[src/rtl/keyed_cfg_pkg.sv]
package keyed_cfg_pkg;

  localparam int DATA_W  = 8;
  localparam int KEY_LEN = 5;

  typedef struct packed {
    logic       load;
    logic       en;
    logic [2:0] idx;
    logic [2:0] irqCode;
  } cfgStb_t;

  function automatic logic [7:0] keyByte(input int keySet, input int pos);
    logic [7:0] b;
    if (keySet == 1) begin
      case (pos)
        0: b = 8'h0F;
        1: b = 8'h22;
        2: b = 8'hF0;
        3: b = 8'h20;
        default: b = 8'h80;
      endcase
    end else begin
      case (pos)
        0: b = 8'h59;
        1: b = 8'hB9;
        2: b = 8'hC5;
        3: b = 8'hAE;
        default: b = 8'hA6;
      endcase
    end
    return b;
  endfunction

  function automatic logic [15:0] baseFor(input int baseSet, input logic [2:0] idx);
    logic [15:0] a;
    if (baseSet == 1) begin
      case (idx)
        3'd0: a = 16'h0220;
        3'd1: a = 16'h0240;
        3'd2: a = 16'h0280;
        3'd3: a = 16'h02A0;
        3'd4: a = 16'h02C0;
        3'd5: a = 16'h0300;
        3'd6: a = 16'h0320;
        default: a = 16'h0340;
      endcase
    end else begin
      case (idx)
        3'd0: a = 16'h0280;
        3'd1: a = 16'h0290;
        3'd2: a = 16'h0300;
        3'd3: a = 16'h0310;
        3'd4: a = 16'h0330;
        3'd5: a = 16'h0340;
        3'd6: a = 16'h0348;
        default: a = 16'h0350;
      endcase
    end
    return a;
  endfunction

endpackage

[src/rtl/keyed_cfg_ctrl.sv]
module keyed_cfg_ctrl
  import keyed_cfg_pkg::*;
#(
  parameter int ADDR_W     = 16,
  parameter int KEY_SET    = 0,
  parameter logic [ADDR_W-1:0] FIRST_PORT = 'h779,
  parameter logic [ADDR_W-1:0] SEQ_PORT   = 'h379
) (
  input  logic              clk,
  input  logic              rstN,
  input  logic [ADDR_W-1:0] ioAddr,
  input  logic [DATA_W-1:0] ioData,
  input  logic              ioWrite,
  output cfgStb_t           ctlStb
);

  localparam int STEP_W   = $clog2(KEY_LEN + 1);
  localparam logic [STEP_W-1:0] WORD_STEP = STEP_W'(KEY_LEN);

  logic [STEP_W-1:0] keyIdx;
  logic [STEP_W-1:0] keyIdxNxt;
  logic [DATA_W-1:0] expByte;
  logic [ADDR_W-1:0] expPort;
  logic              restartHit;

  always_comb begin
    expByte = keyByte(KEY_SET, int'(keyIdx));
    expPort = (keyIdx == '0) ? FIRST_PORT : SEQ_PORT;
    restartHit = (ioAddr == FIRST_PORT) && (ioData == keyByte(KEY_SET, 0));
  end

  always_comb begin
    keyIdxNxt      = keyIdx;
    ctlStb.load    = 1'b0;
    ctlStb.en      = ioData[7];
    ctlStb.idx     = ioData[2:0];
    ctlStb.irqCode = ioData[6:4];
    if (ioWrite) begin
      if (keyIdx == WORD_STEP && ioAddr == SEQ_PORT) begin
        ctlStb.load = 1'b1;
        keyIdxNxt   = '0;
      end else if (keyIdx != WORD_STEP && ioAddr == expPort && ioData == expByte) begin
        keyIdxNxt = keyIdx + 1'b1;
      end else if (restartHit) begin
        keyIdxNxt = STEP_W'(1);
      end else begin
        keyIdxNxt = '0;
      end
    end
  end

  always_ff @(posedge clk) begin
    if (!rstN) keyIdx <= '0;
    else       keyIdx <= keyIdxNxt;
  end

  a_r6_foreign_port_idle: assert property (@(posedge clk) disable iff (!rstN)
    (ioWrite && ioAddr != FIRST_PORT && ioAddr != SEQ_PORT) |=> keyIdx == '0);

  a_r11_no_strobe_hold: assert property (@(posedge clk) disable iff (!rstN)
    !ioWrite |=> $stable(keyIdx));

  a_r8_relock: assert property (@(posedge clk) disable iff (!rstN)
    ctlStb.load |=> keyIdx == '0);

  a_r7_restart_step: assert property (@(posedge clk) disable iff (!rstN)
    (ioWrite && ioAddr == FIRST_PORT && ioData == keyByte(KEY_SET, 0)) |=> keyIdx == STEP_W'(1));

endmodule

[src/rtl/keyed_cfg_dp.sv]
module keyed_cfg_dp
  import keyed_cfg_pkg::*;
#(
  parameter int ADDR_W   = 16,
  parameter int BASE_SET = 0,
  parameter int WIN_BYTES = 16
) (
  input  logic              clk,
  input  logic              rstN,
  input  cfgStb_t           ctlStb,
  input  logic [ADDR_W-1:0] ioAddr,
  input  logic [DATA_W-1:0] cardRdData,
  output logic              cardEn,
  output logic [ADDR_W-1:0] baseAddr,
  output logic [3:0]        irqNum,
  output logic              winHit,
  output logic [DATA_W-1:0] rdData
);

  localparam logic [ADDR_W:0] WIN_SPAN = (ADDR_W+1)'(WIN_BYTES);
  localparam logic [2:0] IRQ9_CODE = 3'd2;

  logic       enReg;
  logic [2:0] idxReg;
  logic [2:0] irqReg;
  logic [ADDR_W:0] offs;

  always_ff @(posedge clk) begin
    if (!rstN) begin
      enReg  <= 1'b0;
      idxReg <= '0;
      irqReg <= '0;
    end else if (ctlStb.load) begin
      enReg  <= ctlStb.en;
      idxReg <= ctlStb.idx;
      irqReg <= ctlStb.irqCode;
    end
  end

  always_comb begin
    cardEn   = enReg;
    baseAddr = enReg ? ADDR_W'(baseFor(BASE_SET, idxReg)) : '0;
    if (!enReg)                  irqNum = 4'd0;
    else if (irqReg == IRQ9_CODE) irqNum = 4'd9;
    else                          irqNum = {1'b0, irqReg};
    offs   = {1'b0, ioAddr} - {1'b0, baseAddr};
    winHit = enReg && (ioAddr >= baseAddr) && (offs < WIN_SPAN);
    rdData = winHit ? cardRdData : '1;
  end

  a_r2_load_word: assert property (@(posedge clk) disable iff (!rstN)
    ctlStb.load |=> (cardEn == $past(ctlStb.en)));

  a_r8_hold_cfg: assert property (@(posedge clk) disable iff (!rstN)
    !ctlStb.load |=> ($stable(cardEn) && $stable(baseAddr) && $stable(irqNum)));

  a_r5_off_quiet: assert property (@(posedge clk) disable iff (!rstN)
    !cardEn |-> (baseAddr == '0 && irqNum == 4'd0 && !winHit));

  a_r9_float_read: assert property (@(posedge clk) disable iff (!rstN)
    !winHit |-> rdData == '1);

endmodule

[src/rtl/keyed_cfg_port.sv]
module keyed_cfg_port
  import keyed_cfg_pkg::*;
#(
  parameter int ADDR_W    = 16,
  parameter int KEY_SET   = 0,
  parameter int BASE_SET  = 0,
  parameter int WIN_BYTES = 16
) (
  input  logic              clk,
  input  logic              rstN,
  input  logic [ADDR_W-1:0] ioAddr,
  input  logic [7:0]        ioData,
  input  logic              ioWrite,
  input  logic [7:0]        cardRdData,
  output logic              cardEn,
  output logic [ADDR_W-1:0] baseAddr,
  output logic [3:0]        irqNum,
  output logic              winHit,
  output logic [7:0]        rdData
);

  cfgStb_t ctlStb;

  keyed_cfg_ctrl #(
    .ADDR_W (ADDR_W),
    .KEY_SET(KEY_SET)
  ) uCtrl (
    .clk    (clk),
    .rstN   (rstN),
    .ioAddr (ioAddr),
    .ioData (ioData),
    .ioWrite(ioWrite),
    .ctlStb (ctlStb)
  );

  keyed_cfg_dp #(
    .ADDR_W   (ADDR_W),
    .BASE_SET (BASE_SET),
    .WIN_BYTES(WIN_BYTES)
  ) uDp (
    .clk       (clk),
    .rstN      (rstN),
    .ctlStb    (ctlStb),
    .ioAddr    (ioAddr),
    .cardRdData(cardRdData),
    .cardEn    (cardEn),
    .baseAddr  (baseAddr),
    .irqNum    (irqNum),
    .winHit    (winHit),
    .rdData    (rdData)
  );

endmodule

[config.mk]
export PLATFORM = sky130hd
export DESIGN_NAME = keyed_cfg_port
export DESIGN_NICKNAME = d
export VERILOG_FILES = /design/src/rtl/keyed_cfg_pkg.sv /design/src/rtl/keyed_cfg_ctrl.sv /design/src/rtl/keyed_cfg_dp.sv /design/src/rtl/keyed_cfg_port.sv
export SDC_FILE = /design/constraint.sdc
export NUM_CORES = 1
export LEC_CHECK = 0
export BUFFER_PORTS_ARGS = -buffer_cell sky130_fd_sc_hd__buf_4
export CORE_ASPECT_RATIO = 1.1
export CORE_UTILIZATION = 40
export CTS_BUF_LIST = sky130_fd_sc_hd__clkbuf_2 sky130_fd_sc_hd__clkbuf_4 sky130_fd_sc_hd__clkbuf_8
export DETAILED_ROUTE_END_ITERATION = 8
export GPL_TIMING_DRIVEN = 0
export HOLD_SLACK_MARGIN = 0.1
export PLACE_DENSITY = 0.77
export SYNTH_ARGS = -nofsm -noshare
export SYNTH_HDL_FRONTEND = slang
export SYNTH_SLANG_ARGS = --single-unit
[constraint.sdc]
create_clock -name clk -period 5.1 [get_ports clk]
set_input_delay 0 -clock clk [delete_from_list [all_inputs] [get_ports clk]]
set_output_delay 0 -clock clk [all_outputs]
set_load 0.01 [all_outputs]
==> results.cfg, run 1 <==
[clocking]
cts_max_level = 1
cts_tree = yes
cts.clk_slew.worst_paths_ns = 0.06
clock_latency_ns = 0.27
cts_root_buf = clkbuf_4
clk_path_buf_depth = 2
numCtsBuffers = 3
post_cts.repair.setup_buffers = 0
cts_sinks = 10

[placement]
port_buffers = 55
pre_cts_slack_ns = 1.688
gp_congestion = 0.9062
hpwl_um = 2972
postPlaceCellArea_um2 = 1933
placed_cells = 306

[timing]
finalHoldViolCount = 0
tightest_slew_ns = 0.5076
setup_ws_ns = 1.378
totalNegativeSetupSlack_ns = 0
clock.fmax_mhz = 268.6
rsz0062_at_grt = false
min_period_over_period_pct = 72.99
timing.hold.ws_ns = 0.2230
max-slew-margin-rel_pct = 65.91
drv_slew = 0
fin_skew_ns = 0.002245
setup_viol = 0
period_minus_slack_ns = 3.722

[die]
start_util_pct = 42.24
die_area_um2 = 3819
die_h_um = 64.71
die_w_um = 59.01
rows = 22
io_pins = 65
core-area_um2 = 3386

[run_status]
status = complete, no violations

[yosys]
avgSynthCellArea_um2 = 7.334
yosysTopAreaCellShare_pct = 14.00
synth_area_leaders = dfxtp_1, ha_1, buf_4
synth_cell_types = 44
synth_top_area_cell = dfxtp_1
synth_area_um2 = 1430
synthFlopType = dfxtp_1
async_reset_ff_share_pct = 0
ys_seq_elements = 10
syn_inst = 195
synth-edff-count = 0
synth_warnings = 0
yosysSeqAreaShare_pct = 14.00

[worst_setup_path]
cp.arrival_ns = 3.72
cp-end-kind = output pin
cp_max_fo = 10
r2r_start = uCtrl.keyIdx[2]
worstRegToRegCells = 9
rrSetupSlack_ns = 2.71
crit_type = flip-flop to output pin
rr_endpoint = uCtrl.keyIdx[2]
path_cells = nand2_1 -> nor3b_1 -> ha_1 -> inv_1 -> fa_1 -> xnor2_1 -> nand4b_1 -> a211o_1 -> nor4_1 -> o2111ai_1 -> or4_1 -> buf_4
crit_path_top_delay_cell = dfxtp_1
setup.worst_path.start_class = flip-flop
required_ns = 5.10
cpPeakStageDelay_ns = 0.52

[power]
pwr-share-clk_pct = 31.2
power_frac_comb_pct = 35.0
switching_share_pct = 28.54
ir_drop_uv = 124.5
seqPwrFrac_pct = 33.9
power.density_nw_per_um2 = 111.8
intPower_mw = 0.1646
p_leak_nw = 0.8623
fin_total_pwr_mw = 0.2304
switchingPower_mw = 0.06575

[final_layout]
finalNonFillerCells = 319
drive_above_1_share_pct = 28.41
antenna_cells = 0
nFillCells = 336
stdcell_area_um2 = 2059
areaGrowthSynthToFinish_pct = 44.01
finalNetCount = 320
utilization_pct = 60.83

[flow_run]
cap_violations = 0

[global_routing]
grt_pass1_vias = 1474
grt_max_degree = 11
grt_pass1_wl_um = 6541
grt_overflow = 0
gr-usage-all-layers_pct = 21.92
antenna_found_initial = 0

[route]
wire_per_inst_um = 12.23
drt_iter0_markers = 67
vias = 1662
routed_wl_um = 3901
antenna_left = 0
via_per_inst = 5.210
firstDrtPassIters = 4
drc = 0

[worst_hold_path]
hold_path.startpoint = ioData[3]
holdPathEnd = uCtrl.keyIdx[0]
min_path_type = input port to flip-flop
holdPathStages = 6
flip-flops by register name, indices dropped and copies added, names as in the netlist:
| register | count |
|---|---|
| uCtrl.keyIdx | 3 |
| uDp.idxReg | 3 |
| uDp.irqReg | 3 |
| uDp.cardEn | 1 |
layout by cell type (no fill, tap or decap), drive strengths merged, types with 7 or more instances in the layout:
| master | instances |
|---|---|
| buf | 66 |
| a21oi | 9 |
| inv | 15 |
| mux2i | 7 |
| conb | 9 |
| dfxtp | 10 |
| or4 | 9 |
| dlygate4sd3 | 9 |
| ha | 12 |
| nand2 | 9 |
| o21ai | 14 |
| nand2b | 8 |
| nor2 | 19 |
| nor2b | 10 |
metal layers:
layer | GRT usage, % | part of all wire (%) | vias to the layer above | wire length (um)
met3 | 2.395 | 4.8 | 4 | 188
met4 | 4.464 | 0.62 | 0 | 24
met1 | 25.85 | 42 | 749 | 1648
li1 | - | - | 846 | -
met2 | 41.48 | 52 | 63 | 2040
met5 | 0 | 0 | - | 0
power groups by stage:
stage          clock network, mW  logic [mW]  registers, mW
6_report                  0.0718      0.0805         0.0780
5_1_grt                   0.0804      0.0898         0.0780
4_1_cts                   0.0733      0.0801         0.0780
3_5_place_dp                   0      0.0744         0.0798
3_3_place_gp                   0      0.0738         0.0798
2_1_floorplan                  0      0.0415         0.0798
synth_stat cells (6+ instances only):
master	instances
nor2_1	18
inv_1	15
o21ai_0	14
ha_1	12
buf_4	10
dfxtp_1	10
nor2b_1	10
a21oi_1	9
nand2_1	9
or4_1	9
nand2b_1	8
mux2i_1	7
nand3_1	6
cell families after synthesis:
family                   Yosys count  synth area share [%]
other                              1                0.2622
adder cells (fa/ha/maj)           13                 11.90
AND/OR/NAND/NOR                   90                 36.39
multiplexers                       9                 6.474
AO/OA/AOI/OAI                     39                 17.41
flip-flops                        10                 14.00
XOR/XNOR                           5                 3.063
buffers and inverters             28                 10.50
worst max-delay path by stage:
| stage | from | to | slack [ns] | cells past startpoint |
|---|---|---|---|---|
| after floorplan | uDp.cardEn | rdData[0] | 1.93 | 11 |
| after global placement | uDp.cardEn | rdData[1] | 1.69 | 12 |
| after detailed placement | uDp.cardEn | rdData[2] | 1.69 | 12 |
| after CTS | uDp.cardEn | rdData[5] | 1.37 | 12 |
| after global routing | uDp.cardEn | rdData[5] | 1.07 | 12 |
| final | uDp.cardEn | rdData[6] | 1.38 | 12 |
critical path: cells and delay by family (launching register included):
kind | cells | cell delay, ns
adder cells (fa/ha/maj) | 2 | 0.64
AO/OA/AOI/OAI | 2 | 0.57
XOR/XNOR | 1 | 0.17
AND/OR/NAND/NOR | 5 | 1.33
flip-flops | 1 | 0.52
buffers and inverters | 2 | 0.21
cell type report:
| type | instances | area [um^2] | share of cell area [%] |
|---|---|---|---|
| Multi-Input combinational cell | 165 | 1110 | 53.89 |
| Timing Repair Buffer | 64 | 503.0 | 24.42 |
| Sequential cell | 10 | 200.2 | 9.721 |
| Buffer | 13 | 93.84 | 4.556 |
| Tap cell | 48 | 60.06 | 2.916 |
| Inverter | 15 | 56.30 | 2.734 |
| Clock buffer | 4 | 36.28 | 1.762 |
what timing repair did:
item	CTS	global route
endpoints found under the hold margin	10	0
resized for setup	0	0
hold buffers	9	0
(Power assumes the default switching activity.)
==> run 2, diff against run 1 <==
--- a/config.mk
+++ b/config.mk
@@ -5,6 +5,7 @@
 export SDC_FILE = /design/constraint.sdc
 export NUM_CORES = 1
 export LEC_CHECK = 0
+export ABC_AREA = 1
 export BUFFER_PORTS_ARGS = -buffer_cell sky130_fd_sc_hd__buf_4
 export CORE_ASPECT_RATIO = 1.1
 export CORE_UTILIZATION = 40
@@ -12,7 +13,7 @@
 export DETAILED_ROUTE_END_ITERATION = 8
 export GPL_TIMING_DRIVEN = 0
 export HOLD_SLACK_MARGIN = 0.1
-export PLACE_DENSITY = 0.77
+export PLACE_DENSITY = 0.74
 export SYNTH_ARGS = -nofsm -noshare
 export SYNTH_HDL_FRONTEND = slang
 export SYNTH_SLANG_ARGS = --single-unit
==> constraint.sdc (replaced) <==
create_clock -name clk -period 3.6 [get_ports clk]
set_input_delay 0 -clock clk [delete_from_list [all_inputs] [get_ports clk]]
set_output_delay 0 -clock clk [all_outputs]
set_load 0.01 [all_outputs]
==> run 2 against run 1 <==
Final cell count grew 40%. Wire length grew 19%. Clock-buffer cell count is the same. Largest cell class unchanged. Largest power group is now clock.
==> results.cfg, run 2 <==
[run_status]
status = complete, no violations

[clocking]
numCtsBuffers = 3
clock_latency_ns = 0.24
clk_path_buf_depth = 2
cts.clk_slew.worst_paths_ns = 0.05
cts_root_buf = clkbuf_8
cts_sinks = 10
cts_resized = 0
cts_tree = yes
cts_max_level = 1

[global_routing]
grt_max_degree = 11
antenna_found_initial = 0
grt_pass1_wl_um = 8073
grt_pass1_vias = 2016
gr-usage-all-layers_pct = 21.82
grt_overflow = 0

[timing]
timing.hold.ws_ns = 0.2747
rsz0062_at_grt = false
setup_viol = 0
drv_slew = 0
clock.fmax_mhz = 344.0
finalHoldViolCount = 0
min_period_over_period_pct = 80.75
period_minus_slack_ns = 2.907
totalNegativeSetupSlack_ns = 0
fin_skew_ns = 0.006846

[worst_setup_path]
cp.arrival_ns = 2.91
required_ns = 3.60
rrSetupSlack_ns = 1.47
cpLargestDelayFamily = simple AND/OR/NAND/NOR gates
crit_path_top_delay_cell = fa_1
crit_type = flip-flop to output pin
setup.worst_path.start_class = flip-flop
cp-end-kind = output pin
cpMostUsedCell = nand2_1
cp_max_fo = 8
path_cells = nand2_1 -> nor3_1 -> ha_1 -> inv_1 -> fa_1 -> nand3_1 -> nand2_2 -> a21oi_2 -> nand2_1 -> nand2_1 -> nand3_2 -> nor3_4 -> nand3_1 -> buf_4
cp.buffers_inverters = 2
cpPeakStageDelay_ns = 0.45

[yosys]
yosysTopAreaCellShare_pct = 20.62
synth_area_um2 = 1729
ys_seq_elements = 10
avgSynthCellArea_um2 = 5.472
synth_area_leaders = nand2_1, inv_1, dfxtp_1
synthFlopType = dfxtp_1
syn_inst = 316
synth-edff-count = 0
synth_cell_types = 28
post-synth-top-count-cell = nand2_1
synth_top_area_cell = nand2_1
synth_warnings = 0
synth_top_cells_by_count = nand2_1, inv_1, nor2_1
async_reset_ff_share_pct = 0
yosysSeqAreaShare_pct = 11.58

[final_layout]
finalNonFillerCells = 446
final_cell_mix = nand2_1, buf_4, inv_1
antenna_cells = 0
areaGrowthSynthToFinish_pct = 38.93
largest_registers = uCtrl.keyIdx (3), uDp.idxReg (3), uDp.irqReg (3)
final_common_cell = nand2_1
finalNetCount = 443
drive_above_1_share_pct = 24.37

[route]
drc = 0
routed_wl_um = 4634
firstDrtPassIters = 4
vias = 2125
wire_per_inst_um = 10.39
drt_iter0_markers = 105
antenna_left = 0
via_per_inst = 4.765

[die]
core-area_um2 = 4054
rows = 24
start_util_pct = 42.65
die_area_um2 = 4590
io_pins = 65
die_w_um = 64.69
die_h_um = 70.96

[placement]
hpwl_um = 3774
port_buffers = 55
gp_congestion = 0.8721
placed_cells = 431

[worst_hold_path]
min_path_type = input port to output pin

[power]
p_leak_nw = 1.309
power.density_nw_per_um2 = 162.3
fin_total_pwr_mw = 0.3900
ir_drop_uv = 226.1

[flow_run]
cap_violations = 0
==> run 2: layer usage <==
metal  up-vias  routed length (um)  global-route usage [%]
li1       1121                   -                       -
met1       929                1845                   23.44
met2        64                2496                   43.86
met3        11                 188                   1.290
met4         0                 104                   7.407
met5         -                   0                       0
==> run 2: tightest hold or removal path, stage by stage <==
cell and delay (ns):
buf_4 0.07, inv_1 0.03, nand3_1 0.06, buf_4 0.11
==> run 2: worst paths after layout <==
check | from | endpoint | depth (start not counted)
max | uDp.cardEn | rdData[1] | 14
min | cardRdData[4] | rdData[4] | 4
max reg2reg | uCtrl.keyIdx[1] | uDp.cardEn | 10
min reg2reg | uCtrl.keyIdx[0] | uCtrl.keyIdx[0] | 2
==> run 2: area by class of cell <==
cell class	instances	area (um^2)
fillers	414	1652
multi-input cells	240	1229
repair buffers	66	523.0
inverters	62	232.7
flip-flops and latches	10	200.2
plain buffers	12	97.59
well taps	52	65.06
clock buffers	4	55.05
==> run 2: stage by stage <==
stage / setup WS (ns) / area, um^2 / util (%)
6_report: 0.6929 / 2402 / 59.26
5_1_grt: 0.3719 / 2402 / 59.26
4_1_cts: 0.6575 / 2402 / 59.26
3_5_place_dp: 0.9338 / 2237 / 55.19
3_3_place_gp: 0.9664 / 2237 / 55.19
2_1_floorplan: 1.112 / 1759 / -
==> run 2: cells by family after synthesis <==
logic type | after synthesis | share of synthesized area, %
buffers and inverters | 74 | 19.10
and+or+nand+nor | 194 | 51.66
AOI/OAI and AO/OA | 24 | 7.597
adders and majority gates | 13 | 9.841
other | 1 | 0.2169
DFF | 10 | 11.58
==> run 2: repair_timing <==
item | 4_1_cts | 5_1_grt
hold buffers | 11 | 0
hold endpoints to repair | 8 | 0
buffers inserted | 0 | 0
==> run 2: report_power, final <==
| part | internal (mW) | switching, mW | total (mW) | leakage (nW) |
|---|---|---|---|---|
| logic | 0.0634 | 0.0721 | 0.136 | 1.20 |
| clock network | 0.0964 | 0.0472 | 0.144 | 0.0288 |
| registers | 0.111 | 0.00000000242 | 0.111 | 0.0805 |
| total | 0.271 | 0.119 | 0.390 | 1.31 |
==> run 3, diff against run 2 <==
==> constraint.sdc (replaced) <==
create_clock -name clk -period 2.9 [get_ports clk]
set_input_delay 0 -clock clk [delete_from_list [all_inputs] [get_ports clk]]
set_output_delay 0 -clock clk [all_outputs]
set_load 0.01 [all_outputs]
==> run 3 against run 2 <==
Wire length up 1.0%. Critical path depth up 2. Register-to-register slack worse by 0.69 ns. Sequential power up 23%. Clock-buffer cell count unchanged. Critical path type unchanged.
==> results.cfg, run 3 (synthesized netlist as in run 2, its figures left out) <==
[run_status]
status = complete, no violations

[route]
routed_wl_um = 4682
firstDrtPassIters = 4
drt_iter0_markers = 94
antenna_left = 0
drc = 0
via_per_inst = 4.747
wire_per_inst_um = 10.50
vias = 2117

[global_routing]
gr-usage-all-layers_pct = 21.89
grt_pass1_vias = 2023
antenna_found_initial = 0
grt_pass1_wl_um = 8093
grt_overflow = 0
grt_max_degree = 11

[placement]
hpwl_um = 3774
port_buffers = 55
gp_congestion = 0.8721
postPlaceCellArea_um2 = 2237

[worst_setup_path]
cpMostUsedCell = nand2_1
crit_type = flip-flop to output pin
crit_path_top_delay_cell = fa_2
cp.buffers_inverters = 3
cp_max_fo = 8
path_cells = nand2_2 -> nor3_4 -> ha_2 -> inv_2 -> fa_2 -> inv_1 -> nand2_1 -> nand2_1 -> nand2_1 -> nor2_1 -> nand4_1 -> nor2_2 -> nand3_2 -> nor2_4 -> nand3_1 -> buf_4
cp-end-kind = output pin
cpPeakStageDelay_ns = 0.43
setup.worst_path.start_class = flip-flop
required_ns = 2.90
cpLargestDelayFamily = simple AND/OR/NAND/NOR gates
cp.arrival_ns = 2.71

[clocking]
cts_tree = yes
cts.clk_slew.worst_paths_ns = 0.05
cts_max_level = 1
cts_root_buf = clkbuf_8
clock_latency_ns = 0.24
post_cts.repair.setup_buffers = 0
clk_path_buf_depth = 2
cts_sinks = 10
numCtsBuffers = 3

[final_layout]
final_cell_mix = nand2_1, buf_4, inv_1
largest_registers = uCtrl.keyIdx (3), uDp.idxReg (3), uDp.irqReg (3)
finalNetCount = 443
final_common_cell = nand2_1
stdcell_area_um2 = 2447
areaGrowthSynthToFinish_pct = 41.53
antenna_cells = 0
drive_above_1_share_pct = 27.16

[flow_run]
cap_violations = 0

[timing]
totalNegativeSetupSlack_ns = 0
finalHoldViolCount = 0
drv_slew = 0
fin_skew_ns = 0.006731
period_minus_slack_ns = 2.713
setup_viol = 0
clock.fmax_mhz = 368.7
min_period_over_period_pct = 93.54

[power]
power.density_nw_per_um2 = 198.1
power_frac_comb_pct = 35.0
switchingPower_mw = 0.1491
pwr-share-clk_pct = 36.8
p_leak_nw = 1.313
switching_share_pct = 30.76
fin_total_pwr_mw = 0.4848
intPower_mw = 0.3357
seqPwrFrac_pct = 28.2
ir_drop_uv = 280.8

[die]
io_pins = 65
start_util_pct = 42.65
die_w_um = 64.69
die_h_um = 70.96
die_area_um2 = 4590
rows = 24
core-area_um2 = 4054

[worst_hold_path]
min_path_type = input port to output pin
==> run 3: timing repair <==
item                       4_1_cts  5_1_grt
setup endpoints to repair        8        9
hold buffers                    11        0
hold endpoints to repair         8        0
pin swaps                        1        6
gates resized for setup          3       11
cloned                           0        0
==> run 3: final cells by class <==
class | instances | area [um^2]
Fill cell | 411 | 1607
Multi-Input combinational cell | 240 | 1267
Timing Repair Buffer | 66 | 523.0
Inverter | 62 | 232.7
Sequential cell | 10 | 206.4
Buffer | 12 | 97.59
Tap cell | 52 | 65.06
Clock buffer | 4 | 55.05
==> run 3: routing by layer <==
layer	routed length [um]	GRT usage (%)	up-vias
met1	1873	23.44	927
met5	0	0	-
met2	2544	44.09	55
met3	161	1.290	11
met4	104	7.407	0
li1	-	-	1124
==> run 3: through the flow <==
stage / hold slack, ns / worst slack [ns] / util [%] / std cells
after floorplan: 0.1263 / 0.4119 / - / 324
after global placement: 0.2740 / 0.2664 / 55.19 / 431
after detailed placement: 0.2768 / 0.2338 / 55.19 / 431
after CTS: 0.2769 / 0.07774 / 59.48 / 446
after global routing: 0.2873 / -0.004481 / 60.37 / 446
final: 0.2747 / 0.1874 / 60.37 / 446
==> run 3: power groups by stage <==
stage               logic (mW)  clock network (mW)  registers, mW
floorplan               0.0976                   0          0.140
global placement         0.156                   0          0.140
detailed placement       0.157                   0          0.140
CTS                      0.166               0.180          0.138
global route             0.192               0.187          0.136
finish                   0.170               0.178          0.137
==> run 3: worst paths after layout <==
kind | cells past startpoint | slack [ns] | end | from
worst max register to register | 10 | 0.78 | uDp.cardEn | uCtrl.keyIdx[1]
worst min register to register | 2 | 0.52 | uCtrl.keyIdx[0] | uCtrl.keyIdx[0]
worst min-delay path | 4 | 0.27 | rdData[4] | cardRdData[4]
worst max-delay path | 16 | 0.19 | rdData[1] | uDp.cardEn
==> run 3: tightest hold or removal path: cells and delay by family <==
family / cells / cell delay [ns]
buffers and inverters: 3 / 0.21
and+or+nand+nor: 1 / 0.06
